<file path="src/rtl/wdfb_pkg.sv">
package wdfb_pkg;
  typedef enum logic {
    STEP_LONG  = 1'b0,
    STEP_SHORT = 1'b1
  } step_e;
endpackage

</file>
<file path="src/rtl/wdfb_tick.sv">
module wdfb_tick
  import wdfb_pkg::*;
#(
  parameter int unsigned STEP_CYC = 1000
) (
  input  logic  clk,
  input  logic  rst_n,
  input  logic  run,
  input  logic  restart,
  input  step_e step_sel,
  output logic  tick
);
  localparam int unsigned LONG_CYC = 2 * STEP_CYC;
  localparam int unsigned PH_W     = $clog2(LONG_CYC + 1);

  logic [PH_W-1:0] phase;
  logic [PH_W-1:0] limit;

  // Last phase value of the current step.
  assign limit = (step_sel == STEP_SHORT) ? PH_W'(STEP_CYC - 1) : PH_W'(LONG_CYC - 1);
  assign tick  = run && (phase >= limit);

  always_ff @(posedge clk or negedge rst_n) begin
    if (!rst_n)                        phase <= '0;
    else if (restart || !run || tick)  phase <= '0;
    else                               phase <= phase + 1'b1;
  end
endmodule

</file>
<file path="src/rtl/wdfb_count.sv">
module wdfb_count #(
  parameter int unsigned CNT_W      = 8,
  parameter int unsigned INIT_COUNT = 16
) (
  input  logic             clk,
  input  logic             rst_n,
  input  logic             load,
  input  logic [CNT_W-1:0] load_val,
  input  logic             tick,
  output logic             expire
);
  logic [CNT_W-1:0] remain;
  logic             armed;

  // Zero and one both end on the first step.
  assign expire = tick && armed && !load && (remain <= CNT_W'(1));

  always_ff @(posedge clk or negedge rst_n) begin
    if (!rst_n) begin
      remain <= CNT_W'(INIT_COUNT);
      armed  <= 1'b1;
    end else if (load) begin
      remain <= load_val;
      armed  <= 1'b1;
    end else if (expire) begin
      armed  <= 1'b0;
    end else if (tick && armed) begin
      remain <= remain - 1'b1;
    end
  end
endmodule

</file>
<file path="src/rtl/wdfb_pulse.sv">
module wdfb_pulse #(
  parameter int unsigned RST_LEN = 8
) (
  input  logic clk,
  input  logic rst_n,
  input  logic trig,
  output logic pulse_n
);
  localparam int unsigned LEN_W = $clog2(RST_LEN + 1);

  logic [LEN_W-1:0] left;

  assign pulse_n = (left == '0);

  always_ff @(posedge clk or negedge rst_n) begin
    if (!rst_n)           left <= '0;
    else if (trig)        left <= LEN_W'(RST_LEN);
    else if (left != '0)  left <= left - 1'b1;
  end
endmodule

</file>
<file path="src/rtl/wdog_fallback.sv">
module wdog_fallback
  import wdfb_pkg::*;
#(
  parameter int unsigned CNT_W      = 8,
  parameter int unsigned CODE_W     = 5,
  parameter int unsigned STEP_CYC   = 1000,
  parameter int unsigned INIT_COUNT = 16,
  parameter int unsigned RST_LEN    = 8
) (
  input  logic              clk,
  input  logic              rst_n,
  input  logic              hw_en_pin,
  input  logic              sw_en_wr,
  input  logic              sw_en_val,
  input  logic              base_sel,
  input  logic              cnt_wr,
  input  logic [CNT_W-1:0]  cnt_val,
  input  logic              safe_src_sel,
  input  logic [CODE_W-1:0] safe_prog,
  input  logic [CODE_W-1:0] strap_code,
  input  logic [CODE_W-1:0] norm_code,
  input  logic              alarm_clr,
  output logic [CODE_W-1:0] freq_code,
  output logic              alarm,
  output logic              sys_rst_n
);
  logic              started;
  logic              hw_q;
  logic              sw_ovr;
  logic              sw_q;
  logic              en_eff;
  logic              tick;
  logic              expire;
  logic              code_chg;
  logic [CODE_W-1:0] safe_code;
  logic [CODE_W-1:0] code_next;

  // Enable: sampled pin until software writes its own bit.
  always_ff @(posedge clk or negedge rst_n) begin
    if (!rst_n) begin
      started <= 1'b0;
      hw_q    <= 1'b0;
      sw_ovr  <= 1'b0;
      sw_q    <= 1'b0;
    end else begin
      started <= 1'b1;
      if (!started) hw_q <= hw_en_pin;
      if (sw_en_wr) begin
        sw_ovr <= 1'b1;
        sw_q   <= sw_en_val;
      end
    end
  end

  assign en_eff = started && (sw_ovr ? sw_q : hw_q);

  wdfb_tick #(.STEP_CYC(STEP_CYC)) u_tick (
    .clk      (clk),
    .rst_n    (rst_n),
    .run      (en_eff),
    .restart  (cnt_wr),
    .step_sel (step_e'(base_sel)),
    .tick     (tick)
  );

  wdfb_count #(.CNT_W(CNT_W), .INIT_COUNT(INIT_COUNT)) u_count (
    .clk      (clk),
    .rst_n    (rst_n),
    .load     (cnt_wr),
    .load_val (cnt_val),
    .tick     (tick),
    .expire   (expire)
  );

  // Sticky alarm, expiry has priority over clear.
  always_ff @(posedge clk or negedge rst_n) begin
    if (!rst_n)          alarm <= 1'b0;
    else if (expire)     alarm <= 1'b1;
    else if (alarm_clr)  alarm <= 1'b0;
  end

  assign safe_code = safe_src_sel ? safe_prog : strap_code;
  assign code_next = alarm ? safe_code : norm_code;
  assign code_chg  = started && (code_next != freq_code);

  always_ff @(posedge clk or negedge rst_n) begin
    if (!rst_n) freq_code <= '0;
    else        freq_code <= code_next;
  end

  wdfb_pulse #(.RST_LEN(RST_LEN)) u_pulse (
    .clk     (clk),
    .rst_n   (rst_n),
    .trig    (expire || code_chg),
    .pulse_n (sys_rst_n)
  );
endmodule

</file>
<file path="config.mk">
export PLATFORM = sky130hd
export DESIGN_NAME = wdog_fallback
export DESIGN_NICKNAME = d
export VERILOG_FILES = /design/src/rtl/wdfb_pkg.sv /design/src/rtl/wdfb_tick.sv /design/src/rtl/wdfb_count.sv /design/src/rtl/wdfb_pulse.sv /design/src/rtl/wdog_fallback.sv
export SDC_FILE = /design/constraint.sdc
export NUM_CORES = 1
export LEC_CHECK = 0
export BUFFER_PORTS_ARGS = -buffer_cell sky130_fd_sc_hd__buf_2
export CORE_AREA = 2 2 66 68
export CTS_CLUSTER_SIZE = 12
export DETAILED_ROUTE_END_ITERATION = 16
export DIE_AREA = 0 0 68 70
export PLACE_DENSITY_LB_ADDON = 0.08
export SLEW_MARGIN = 20
export SYNTH_ARGS = -nofsm -noshare
export SYNTH_HDL_FRONTEND = slang
export SYNTH_SLANG_ARGS = --single-unit
</file>
<file path="constraint.sdc">
create_clock -name clk -period 2.02 [get_ports clk]
set_input_delay 0.101 -clock clk [delete_from_list [all_inputs] [get_ports clk]]
set_output_delay 0.101 -clock clk [all_outputs]
set_load 0.03 [all_outputs]
</file>
==> impl_metrics.yaml <==
setup_path:
  worst_path_largest_cell_delay_ns: 0.41
  worst_setup_path_start_kind: "flop"
  critical_path.n_buffers_inverters: 0
  regToRegSetupSlack_ns: 0.12
  timing_worst_setup_path_type: "flop to flop"
  worstPathArrival_ns: 2.11
  reg2reg_to: "u_count.remain[2]$_DFFE_PN0P_"
  worst_setup_path_end_kind: "flop"
  timing.critical_path.required_ns: 2.23
  crit_fanout: 4
  critical_path.slowest_cell: "sky130_fd_sc_hd__dfrtp_1"
  cp_top_family: "simple AND/OR/NAND/NOR gates"
  rr_startpoint: "u_tick.phase[5]$_DFF_PN0_"
  reg2reg_depth: 6
  path_cells: "ha_4, nand4b_1, o211ai_1, nand4_1, or3_1, a31oi_1"
logic_synthesis:
  post_synth.cell_area_avg_um2: 9.57
  yosysSeqAreaShare_pct: 45.0
  synthesis.instances: 198
  top_cell_type_by_total_area_after_synthesis: "sky130_fd_sc_hd__dfrtp_1"
  synthTopCellsByArea: "sky130_fd_sc_hd__dfrtp_1, sky130_fd_sc_hd__xnor2_1, sky130_fd_sc_hd__nor2_1"
  synth.distinct_cells: 44
  syn_nets: 237
  ys_warn_count: 0
  netlist.area_leader.share_pct: 42.3
  synth_area_mm2: 0.00189
  ys_async_sr_fraction_pct: 100
  synth-main-ff-cell: "sky130_fd_sc_hd__dfrtp_1"
  number_of_synthesized_flops_with_an_enable_pin: 0
  post_synthesis_register_bit_count: 34
detailed_routing:
  finalWirelength_um: 3980
  drc_violation_count_after_routing: 0
  detail_route.wl_per_cell_um: 13.2
  drtPass1Iterations: 4
  routed_via_density: 5.21
  detailroute.via_count: 1567
  antenna_left: 0
  drt_iter0_markers: 75
min_path:
  min_path_cells: 3
  hold_path_end: "u_count.remain[0]$_DFFE_PN0P_"
  worst_hold_path_type: "input pin to flop"
  min-delay-start: "cnt_val[0]"
global_routing:
  grtUsageTotal_pct: 18.6
  grt_start_max_net_pins: 35
  initial_antenna_violation_count: 0
  number_of_global_route_vias_before_repair: 1565
  global_route.overflow_total: 0
  first_pass_grt_wire_length_um: 6650
clock_tree:
  clk_root_buffer_cell: "sky130_fd_sc_hd__clkbuf_8"
  clock_sink_count: 34
  cts.htree.levels: 2
  cts.reportedPaths.clkPinSlew_ns: 0.07
  cts_buf_count: 5
  cts_buffer_depth: 2
  worstSkewPairLatency_ns: 0.29
  tritoncts: "yes"
cells_and_area:
  finalNonFillerCells: 301
  final_common_cell: "sky130_fd_sc_hd__buf_2"
  mostFrequentLayoutCells: "sky130_fd_sc_hd__buf_2, sky130_fd_sc_hd__dfrtp_1, sky130_fd_sc_hd__nor2_1"
  antenna_cells: 0
  final_net_count: 287
  final_layout_size_suffix_gt1_share_pct: 27.7
  areaGrowthSynthToFinish_pct: 22.5
sta:
  period_minus_slack_ns: 1.90
  final.period_utilization_pct: 93.9
  final.setup_skew_ns: 0.00566
  report.final.slew_viol_count: 0
  fin_ws_ns: 0.123
  tightest_slew_ns: 0.746
  slew_headroom_pct: 50.3
  hold_viol_final: 0
  finalSetupViolCount: 0
  tns_ns: 0
  max_freq_ghz: 0.527
  rsz0062_at_grt: "true"
  fin_hold_ws_ns: 0.0215
power:
  vdd_ir_drop_max_mv: 0.457
  report.power.total_w: 0.00166
  cell_leakage_power_nw: 1.04
  powerDensity_mw_per_mm2: 717
outcome:
  outcome: "completed"
place:
  place_hpwl_um: 2880
  place.port_buffers: 38
  preCtsSetupSlack_ns: 0.0521
  gp_congestion: 0.810
  post-place-cells: 290
floorplan:
  initial_core_util_pct: 45.7
  die-width_um: 68
  pin_count: 39
  die_y_um: 70
  die-area_mm2: 0.00476
  row_count: 24
  core_area_mm2: 0.00414
flow_run:
  drv_cap: 0
-- worst min-delay path: cells and delay by family --
| family | cells | cell delay, ns |
|---|---|---|
| buffers and inverters | 1 | 0.07 |
| AND/OR/NAND/NOR | 2 | 0.09 |
-- routing by layer --
metal / up-vias / wire length, um / GRT usage, %
li1: 794 / - / -
met1: 734 / 1820 / 22.1
met2: 33 / 1940 / 31.1
met3: 6 / 164 / 4.35
met4: 0 / 52 / 8.44
met5: - / 0 / 0
-- sequential cells by signal, summed over array words and instances (netlist names) --
| signal | flops |
|---|---|
| u_tick.phase | 11 |
| u_count.remain | 8 |
| freq_code | 5 |
| u_pulse.left | 4 |
| alarm | 1 |
| hw_q | 1 |
| started | 1 |
| sw_ovr | 1 |
| sw_q | 1 |
| u_count.armed | 1 |
-- logic make-up (layout without fill, tap and decap cells) --
family / after synthesis / in the layout / share of synthesized area (%)
adders and majority gates: 7 / 7 / 4.62
DFF: 34 / 34 / 45.0
buffers and inverters: 16 / 67 / 3.24
other: 1 / 1 / 0.198
and+or+nand+nor: 81 / 81 / 22.3
muxes: 9 / 9 / 4.95
AOI/OAI and AO/OA: 30 / 30 / 10.4
xor gates and xnor gates: 20 / 20 / 9.25
-- synthesized netlist by cell type (all sizes together) (2+ instances only) --
library cell  count
o21ai             5
a31oi             2
mux2i             6
a21oi             9
nor2             28
nor3              8
ha                7
a32oi             2
dfrtp            32
nor4              4
and2              2
a2bb2oi           2
and3              2
o211ai            2
dfstp             2
nand2            12
xor2              8
mux2              3
nor3b             2
xnor2            12
buf               2
nand3             7
inv               9
or3               4
clkbuf            5
nand4             7
o31ai             2
-- stage by stage --
stage | instance area, um2 | utilization, %
2_1_floorplan | 1890 | -
3_3_place_gp | 2190 | 52.8
3_5_place_dp | 2190 | 52.8
4_1_cts | 2280 | 55.1
5_1_grt | 2320 | 56.0
6_report | 2320 | 56.0
-- power breakdown --
part / leakage, nW / internal, W / switching (W)
combinational: 0.568 / 0.000178 / 0.000209
clock: 0.0450 / 0.000239 / 0.000248
sequential: 0.422 / 0.000741 / 0.0000471
total: 1.04 / 0.00116 / 0.000504
-- repair_timing --
item,4_1_cts,5_1_grt
buffers inserted,0,2
endpoints found under the hold margin,32,0
hold buffers,1,0
resized for setup,0,3
setup endpoints to repair,0,11
-- worst max-delay path by stage --
stage / from / to / slack, ns / cells after the start
global route: u_tick.phase[5]$_DFF_PN0_ / u_count.remain[2]$_DFFE_PN0P_ / -0.02 / 6
floorplan: u_pulse.left[0]$_DFFE_PN0P_ / u_pulse.left[1]$_DFFE_PN0P_ / 0.06 / 6
global placement: u_count.remain[2]$_DFFE_PN0P_ / u_pulse.left[0]$_DFFE_PN0P_ / 0.1 / 5
detailed placement: u_count.remain[2]$_DFFE_PN0P_ / u_pulse.left[2]$_DFFE_PN0P_ / 0.05 / 5
CTS: u_count.remain[2]$_DFFE_PN0P_ / u_pulse.left[2]$_DFFE_PN0P_ / 0.04 / 5
finish: u_tick.phase[5]$_DFF_PN0_ / u_count.remain[2]$_DFFE_PN0P_ / 0.12 / 6
-- layout make-up --
type,count,area (um2)
inverter,9,33.8
timing repair buffer,50,283
clock buffer,6,72.6
clock inverter,2,10.0
tap,52,65.1
fill,373,1820
multi-input combinational,148,1000
sequential,34,853
(Power assumes the default switching activity.)
